--- config.mk ---
export PLATFORM = sky130hd
export DESIGN_NAME = ptlb_tlb
export DESIGN_NICKNAME = d
export VERILOG_FILES = /design/src/rtl/ptlb_pkg.sv /design/src/rtl/ptlb_match.sv /design/src/rtl/ptlb_prio_enc.sv /design/src/rtl/ptlb_tlb.sv
export SDC_FILE = /design/constraint.sdc
export NUM_CORES = 2
export LEC_CHECK = 0
export BUFFER_PORTS_ARGS = -buffer_cell sky130_fd_sc_hd__buf_2
export CAP_MARGIN = 20
export CORE_ASPECT_RATIO = 0.9
export CORE_MARGIN = 2
export CORE_UTILIZATION = 50
export DETAILED_ROUTE_END_ITERATION = 8
export PLACE_DENSITY = 0.69
export SLEW_MARGIN = 20
export SYNTH_ARGS = -nofsm -noshare
export SYNTH_HDL_FRONTEND = slang
export SYNTH_SLANG_ARGS = --single-unit
export TNS_END_PERCENT = 20
--- constraint.sdc ---
create_clock -name clk -period 3.5 [get_ports clk]
set_input_delay 0.35 -clock clk [delete_from_list [all_inputs] [get_ports clk]]
set_output_delay 0.35 -clock clk [all_outputs]
set_load 0.01 [all_outputs]
--- src/rtl/ptlb_pkg.sv ---
package ptlb_pkg;

    typedef enum logic [1:0] {
        INS_NONE   = 2'd0,
        INS_UPDATE = 2'd1,
        INS_FILL   = 2'd2,
        INS_EVICT  = 2'd3
    } ins_act_e;

endpackage

--- src/rtl/ptlb_match.sv ---
module ptlb_match #(
    parameter int N     = 20,
    parameter int PID_W = 8,
    parameter int VPN_W = 23
) (
    input  logic [N-1:0]             valid,
    input  logic [N-1:0]             shared,
    input  logic [N-1:0][PID_W-1:0]  pid,
    input  logic [N-1:0][VPN_W-1:0]  vpn,
    input  logic [PID_W-1:0]         q_pid,
    input  logic [VPN_W-1:0]         q_vpn,
    output logic [N-1:0]             hits
);

    for (genvar i = 0; i < N; i++) begin : g_cmp
        assign hits[i] = valid[i] && (vpn[i] == q_vpn) &&
                         (shared[i] || (pid[i] == q_pid));
    end

endmodule

--- src/rtl/ptlb_prio_enc.sv ---
module ptlb_prio_enc #(
    parameter int N     = 20,
    parameter int IDX_W = $clog2(N)
) (
    input  logic [N-1:0]     vec,
    output logic [IDX_W-1:0] idx,
    output logic             any
);

    always_comb begin
        idx = '0;
        any = 1'b0;
        for (int i = N - 1; i >= 0; i--) begin
            if (vec[i]) begin
                idx = IDX_W'(i);
                any = 1'b1;
            end
        end
    end

endmodule

--- src/rtl/ptlb_tlb.sv ---
module ptlb_tlb #(
    parameter int N      = 20,
    parameter int PID_W  = 8,
    parameter int VA_W   = 32,
    parameter int OFF_W  = 9,
    parameter int PFN_W  = 16,
    localparam int VPN_W = VA_W - OFF_W,
    localparam int PA_W  = PFN_W + OFF_W,
    localparam int IDX_W = $clog2(N)
) (
    input  logic              clk,
    input  logic              rst_n,
    input  logic              lk_valid,
    input  logic [PID_W-1:0]  lk_pid,
    input  logic [VA_W-1:0]   lk_vaddr,
    output logic              lk_hit,
    output logic [PA_W-1:0]   lk_paddr,
    input  logic              ins_valid,
    input  logic [PID_W-1:0]  ins_pid,
    input  logic [VPN_W-1:0]  ins_vpn,
    input  logic [PFN_W-1:0]  ins_pfn,
    input  logic              ins_shared,
    input  logic              kill_valid,
    input  logic [PID_W-1:0]  kill_pid
);
    import ptlb_pkg::*;

    typedef struct packed {
        logic [N-1:0]            valid;
        logic [N-1:0]            shared;
        logic [N-1:0][PID_W-1:0] pid;
        logic [N-1:0][VPN_W-1:0] vpn;
        logic [N-1:0][PFN_W-1:0] pfn;
        logic [IDX_W-1:0]        ptr;
    } state_t;

    state_t st_d, st_q;

    logic [N-1:0]     valid_q;
    logic [IDX_W-1:0] ptr_q;
    logic [N-1:0]     kill_mask;
    logic [N-1:0]     lk_raw;
    logic [N-1:0]     lk_hits;
    logic             lk_shared_hit;
    logic [PFN_W-1:0] lk_frame;
    logic [N-1:0]     ins_hits;
    logic [IDX_W-1:0] ins_hit_idx;
    logic             ins_hit_any;
    logic [IDX_W-1:0] free_idx;
    logic             free_any;
    logic             ins_ok;
    logic [IDX_W-1:0] wr_idx;
    ins_act_e         ins_act;

    assign valid_q = st_q.valid;
    assign ptr_q   = st_q.ptr;

    for (genvar i = 0; i < N; i++) begin : g_kill
        assign kill_mask[i] = kill_valid && !st_q.shared[i] &&
                              (st_q.pid[i] == kill_pid);
    end

    ptlb_match #(.N(N), .PID_W(PID_W), .VPN_W(VPN_W)) u_lk_match (
        .valid  (st_q.valid),
        .shared (st_q.shared),
        .pid    (st_q.pid),
        .vpn    (st_q.vpn),
        .q_pid  (lk_pid),
        .q_vpn  (lk_vaddr[VA_W-1:OFF_W]),
        .hits   (lk_raw)
    );

    ptlb_match #(.N(N), .PID_W(PID_W), .VPN_W(VPN_W)) u_ins_match (
        .valid  (st_q.valid),
        .shared (st_q.shared),
        .pid    (st_q.pid),
        .vpn    (st_q.vpn),
        .q_pid  (ins_pid),
        .q_vpn  (ins_vpn),
        .hits   (ins_hits)
    );

    ptlb_prio_enc #(.N(N), .IDX_W(IDX_W)) u_hit_enc (
        .vec (ins_hits),
        .idx (ins_hit_idx),
        .any (ins_hit_any)
    );

    ptlb_prio_enc #(.N(N), .IDX_W(IDX_W)) u_free_enc (
        .vec (~st_q.valid),
        .idx (free_idx),
        .any (free_any)
    );

    // lookup result path
    always_comb begin
        lk_hits       = lk_valid ? (lk_raw & ~kill_mask) : '0;
        lk_shared_hit = |(lk_hits & st_q.shared);
        lk_frame      = '0;
        for (int i = 0; i < N; i++) begin
            if (lk_hits[i]) begin
                lk_frame = lk_frame | st_q.pfn[i];
            end
        end
        lk_hit   = |lk_hits;
        lk_paddr = {lk_frame, lk_vaddr[OFF_W-1:0]};
    end

    // next-state computation
    always_comb begin
        st_d   = st_q;
        ins_ok = ins_valid && !(kill_valid && (kill_pid == ins_pid));
        wr_idx = st_q.ptr;

        if (!ins_ok) begin
            ins_act = INS_NONE;
        end else if (ins_hit_any) begin
            ins_act = INS_UPDATE;
            wr_idx  = ins_hit_idx;
        end else if (free_any) begin
            ins_act = INS_FILL;
            wr_idx  = free_idx;
        end else begin
            ins_act = INS_EVICT;
        end

        st_d.valid = st_q.valid & ~kill_mask;

        if (ins_act != INS_NONE) begin
            st_d.valid[wr_idx]  = 1'b1;
            st_d.shared[wr_idx] = ins_shared;
            st_d.pid[wr_idx]    = ins_pid;
            st_d.vpn[wr_idx]    = ins_vpn;
            st_d.pfn[wr_idx]    = ins_pfn;
        end

        if (ins_act == INS_EVICT) begin
            st_d.ptr = (st_q.ptr == IDX_W'(N - 1)) ? '0 : st_q.ptr + 1'b1;
        end
    end

    always_ff @(posedge clk) begin
        if (!rst_n) begin
            st_q <= '0;
        end else begin
            st_q <= st_d;
        end
    end

endmodule

After elaboration in Yosys (flattened, before gate mapping). Index checks and enable logic that the tools add are counted.

Add/subtract/negate cells: 1. Magnitude comparators: 2. Multiplexer cells: 121. Bitwise logic cells: 24. Reduce and logical (&&, ||, !) cells: 186. Eq/ne operators: 103.

Operators with widths (count): two-way mux 980 bit (1); == test 23 bit (40); == test 8 bit (61); bitwise mux 460 bit (1); two-way mux 16 bit (21); bitwise mux 320 bit (1); OR 16 bit (19); two-way mux 5 bit (44); bitwise mux 160 bit (1); logical AND 1 bit (123); demux 23 bit (select 5 bit) (1); demux 16 bit (select 5 bit) (1); two-way mux 1 bit (42); bitwise AND 20 bit (2); demux 8 bit (select 5 bit) (1); logical OR 1 bit (40); NOT 20 bit (2); two-way mux 23 bit (1); logical NOT 1 bit (21); bitwise mux 20 bit (1); two-way mux 20 bit (1); OR 20 bit (1); OR reduction 20 bit (1); two-way mux 8 bit (1); other kinds (8) (9).

Input port bits: 101. Word-level logic and storage cells: 500. Flip-flop bits (word level): 985. Output and inout port bits: 26.

Depth between registers and ports, before layout.
Depth after elaboration: 45. Mapped depth: 17. Gate-level depth less buffers: 11.

Hierarchy. From an unflattened synthesis, not the netlist that was laid out.

Cells, all modules: 5889. Area total of the unflattened synthesis: 55725.9 um2.

By module, submodules not included: ptlb_tlb (area an instance 40191.0 um2, cells an instance 4007, instances 1, sequential area each 19718.9 um2); ptlb_match (area an instance 7536.0 um2, cells an instance 902, instances 2, sequential area each 0.0 um2); ptlb_prio_enc (area an instance 231.5 um2, cells an instance 39, instances 2, sequential area each 0.0 um2).

Least setup slack after synthesis. Ideal clock, no wire load.

Kind: input port to flip-flop. Start point: in ins_vpn[14]. End point: reg (tool-made name). Buffers on the path: 6. Data arrival time: 3.710 ns. Stages on the path: 17. Data required time: 3.428 ns. Library setup time: 0.072 ns. Slack: -0.282 ns. Cell sequence: clkbuf_1 > buf_2 > xor2_1 > nor4_1 > nand4_1 > or4_1 > o21ai_1 > a221oi_1 > o311a_1 > o41ai_2 > and4_1 > buf_2 > and3_1 > buf_2 > buf_6 > buf_6 > mux2i_1.

RTL lines: from (decl) (line ptlb_tlb.sv:20) `input logic [VPN_W-1:0] ins_vpn,`.

==> impl_metrics.yaml <==
sta:
  layout_worst_path_cycle_share_pct: 119
  clock_skew_ns: 0.0581
  final-hold-violation-count: 0
  setup_viol_count_final: 996
  setup_tns_ns: -339.04
  period_minus_slack_ns: 4.16
  rsz0062_at_grt: "yes"
  slew_headroom_pct: 25.2
  fmax_mhz: 240
  worst_pin_slew_ns: 1.12
  drv_slew: 0
  finalWorstSetupSlack_ns: -0.660
cts:
  cts_buffer_depth: 3
  htreeDepth: 3
  clk_pin_slew_ns: 0.07
  cts_root_buffer: "clkbuf_16"
  hold_buffers: 0
  cts_tree: "done"
  clk_latency_ns: 0.76
  cts_sinks: 985
  numCtsBuffers: 106
floorplanning:
  die_area_sq_um: 111000
  start_util_pct: 50.4
  die_x_microns: 350
  core_region_area_sq_um: 107000
  placementRows: 114
  dieHeight_microns: 316
  io_pins: 127
logic_synthesis:
  postSynthCellCount: 5792
  ys_seq_area_share_pct: 36.5
  ys_ff_latch: 985
  syn_area_sq_um: 54000
  ys_warn_count: 0
  synth.distinct_cells: 55
  synthFlopType: "dfxtp_1"
  synth-edff-count: 0
  async_flop_share_pct: 0
  syn_area_per_cell_sq_um: 9.33
  syn_nets: 5894
route:
  drc: 0
  dr.first_iter.drc_count: 7332
  firstDrtPassIters: 6
  wl_per_cell_microns: 29.0
  wl_mm: 243
  antenna_left: 0
  dr_total_vias: 51600
  via_per_inst: 6.18
critical_path:
  worst_ep_arrival_time_ns: 3.81
  worstRegToRegCells: 14
  path_max_fanout: 7
  crit_type: "flip-flop to output port"
  end_kind: "output port"
  required_ns: 3.15
  startpoint_type: "flip-flop"
layout:
  nNetsFinal: 6908
  fin_util_pct: 67.9
  fillCellCount: 7771
  final_cells: 8351
  design_area_sq_um: 72800
  regArea_sq_um: 19800
  area_growth_pct: 34.8
  multiInputGateArea_sq_um: 33300
  drive_above_1_share_pct: 27.3
place:
  place_inst: 8018
  placedInstanceArea_sq_um: 65100
  preCtsSetupSlack_ns: -0.984
  gp_congestion: 1.01
  hpwl_mm: 157
  port_buffers: 108
hold_path:
  hp-class: "input pin to flip-flop"
  worst_hold_path.num_cells: 3
grt:
  grt_use_met1_pct: 52.2
  grt_antenna_before_repair: 5
  use_met3_pct: 12.1
  overflow: 0
  grt_first_pass_wirelength_mm: 338
  grt_pass1_vias: 50400
  grt.total_usage_pct: 41.5
  grt_start_max_net_pins: 99
  grtUsageMet2_pct: 60.2
  busiest_layer: "met2"
status:
  violations: "setup timing"
  status: "finished, violations left"
job:
  cap_viol_max_count: 0
power_and_ir_drop:
  p_leak_nw: 31.7
  p_per_area_nw_per_um2: 379
  peakVddDrop_mv: 0.388
layer usage:
layer,part of all wire [%],up-vias
met3,13,1210
met4,9.0,6
met5,0.031,-
met1,37,24900
li1,-,21700
met2,41,3777
stage by stage:
stage / power [mW] / hold slack, ns
6_report: 27.6 / 0.0841
3_3_place_gp: 14.7 / 0.441
3_5_place_dp: 14.7 / 0.446
4_1_cts: 27.3 / 0.0689
5_1_grt: 28.0 / 0.0984
2_1_floorplan: 13.3 / 0.434
power breakdown:
part	leakage, nW	switching [mW]	internal (mW)
Clock	1.89	5.29	7.51
Sequential	7.96	0.0785	11.3
Combinational	21.8	2.16	1.26
Total	31.7	7.53	20.1
layout by cell type (no fill, tap or decap), drive strengths merged, types with 6 or more instances in the layout:
cell type,Yosys,final
inv,15,19
mux2i,963,963
o41ai,21,21
a22o,65,65
nor4,189,189
xnor2,812,812
a22oi,32,32
nand4,253,253
nand3,6,6
buf,213,1410
nand2,1034,1034
and2,9,9
bufinv,0,20
o21ai,31,31
nor2b,11,11
o21a,8,8
a21oi,25,25
o211ai,7,7
and3,25,25
clkinvlp,0,9
nor2,29,29
bufbuf,0,6
a21boi,14,14
nor3b,6,6
xor2,596,596
dfxtp,985,985
or4,20,20
nand4b,20,20
clkbuf,311,158
clkinv,0,22
a221oi,65,65
synthesized netlist by cell type, types with 6 or more instances:
| library cell | n | area [sq um] |
|---|---|---|
| xnor2_1 | 812 | 7110 |
| and2_1 | 9 | 56.3 |
| nand4_1 | 253 | 1580 |
| o41ai_1 | 20 | 175 |
| nand4b_1 | 20 | 175 |
| nand3_1 | 6 | 30.0 |
| xor2_1 | 596 | 5220 |
| a22oi_1 | 32 | 240 |
| clkbuf_1 | 311 | 1170 |
| inv_1 | 15 | 56.3 |
| a221oi_1 | 65 | 569 |
| buf_6 | 27 | 304 |
| buf_2 | 104 | 521 |
| buf_1 | 27 | 101 |
| a21boi_1 | 10 | 75.1 |
| nor2_1 | 29 | 109 |
| buf_4 | 54 | 405 |
| and3_1 | 25 | 156 |
| a21oi_1 | 24 | 120 |
| nor4_1 | 189 | 1180 |
| a22o_1 | 65 | 569 |
| o211ai_1 | 6 | 45.0 |
| o21a_1 | 8 | 60.1 |
| mux2i_1 | 963 | 9640 |
| dfxtp_1 | 985 | 19700 |
| nor2b_1 | 11 | 68.8 |
| nand2_1 | 1034 | 3880 |
| o21ai_0 | 27 | 135 |
| or4_1 | 19 | 143 |
cell type report:
type,count,share of cell area [%]
multi-input cells,4268,45.8
flip-flops and latches,985,27.1
repair buffers,1430,19.1
clock buffers,144,4.10
well taps,1450,2.49
clock inverters,55,1.30
inverters,15,0.0773
diodes,4,0.0137
logic make-up after synthesis:
family | count (synthesis) | share of synthesized area [%]
AOI/OAI and AO/OA | 282 | 4.06
xor gates and xnor gates | 1408 | 22.8
adders and majority gates | 1 | 0.0232
buffers and inverters | 539 | 4.76
DFF | 985 | 36.5
muxes | 964 | 17.9
and+or+nand+nor | 1613 | 14.0
critical path, cell delays in order, from the launching register on:
cell and delay, ns:
dfxtp_1 0.33, buf_4 0.15, xor2_1 0.16, nor4_2 0.34, nand4b_1 0.18, o41ai_2 0.24, buf_4 0.19, nor4_4 0.06
bufbuf_16 0.29, a22o_1 0.23, a221oi_1 0.19, and3_1 0.20, nand4_1 0.24, buf_2 0.23
repair_timing:
action                                  CTS  global route
resized for setup                       236           151
pin swaps                                67            84
gates cloned                             36            12
endpoints found under the setup margin  997           997
setup buffers                            56            46
final timing paths:
path	slack [ns]	to	from
min	0.08	flip-flop	rst_n
max reg2reg	-0.53	flip-flop	flip-flop
max	-0.66	lk_paddr[20]	flip-flop
min reg2reg	0.46	flip-flop	flip-flop
Note: power is estimated with default switching activity, not from simulation.
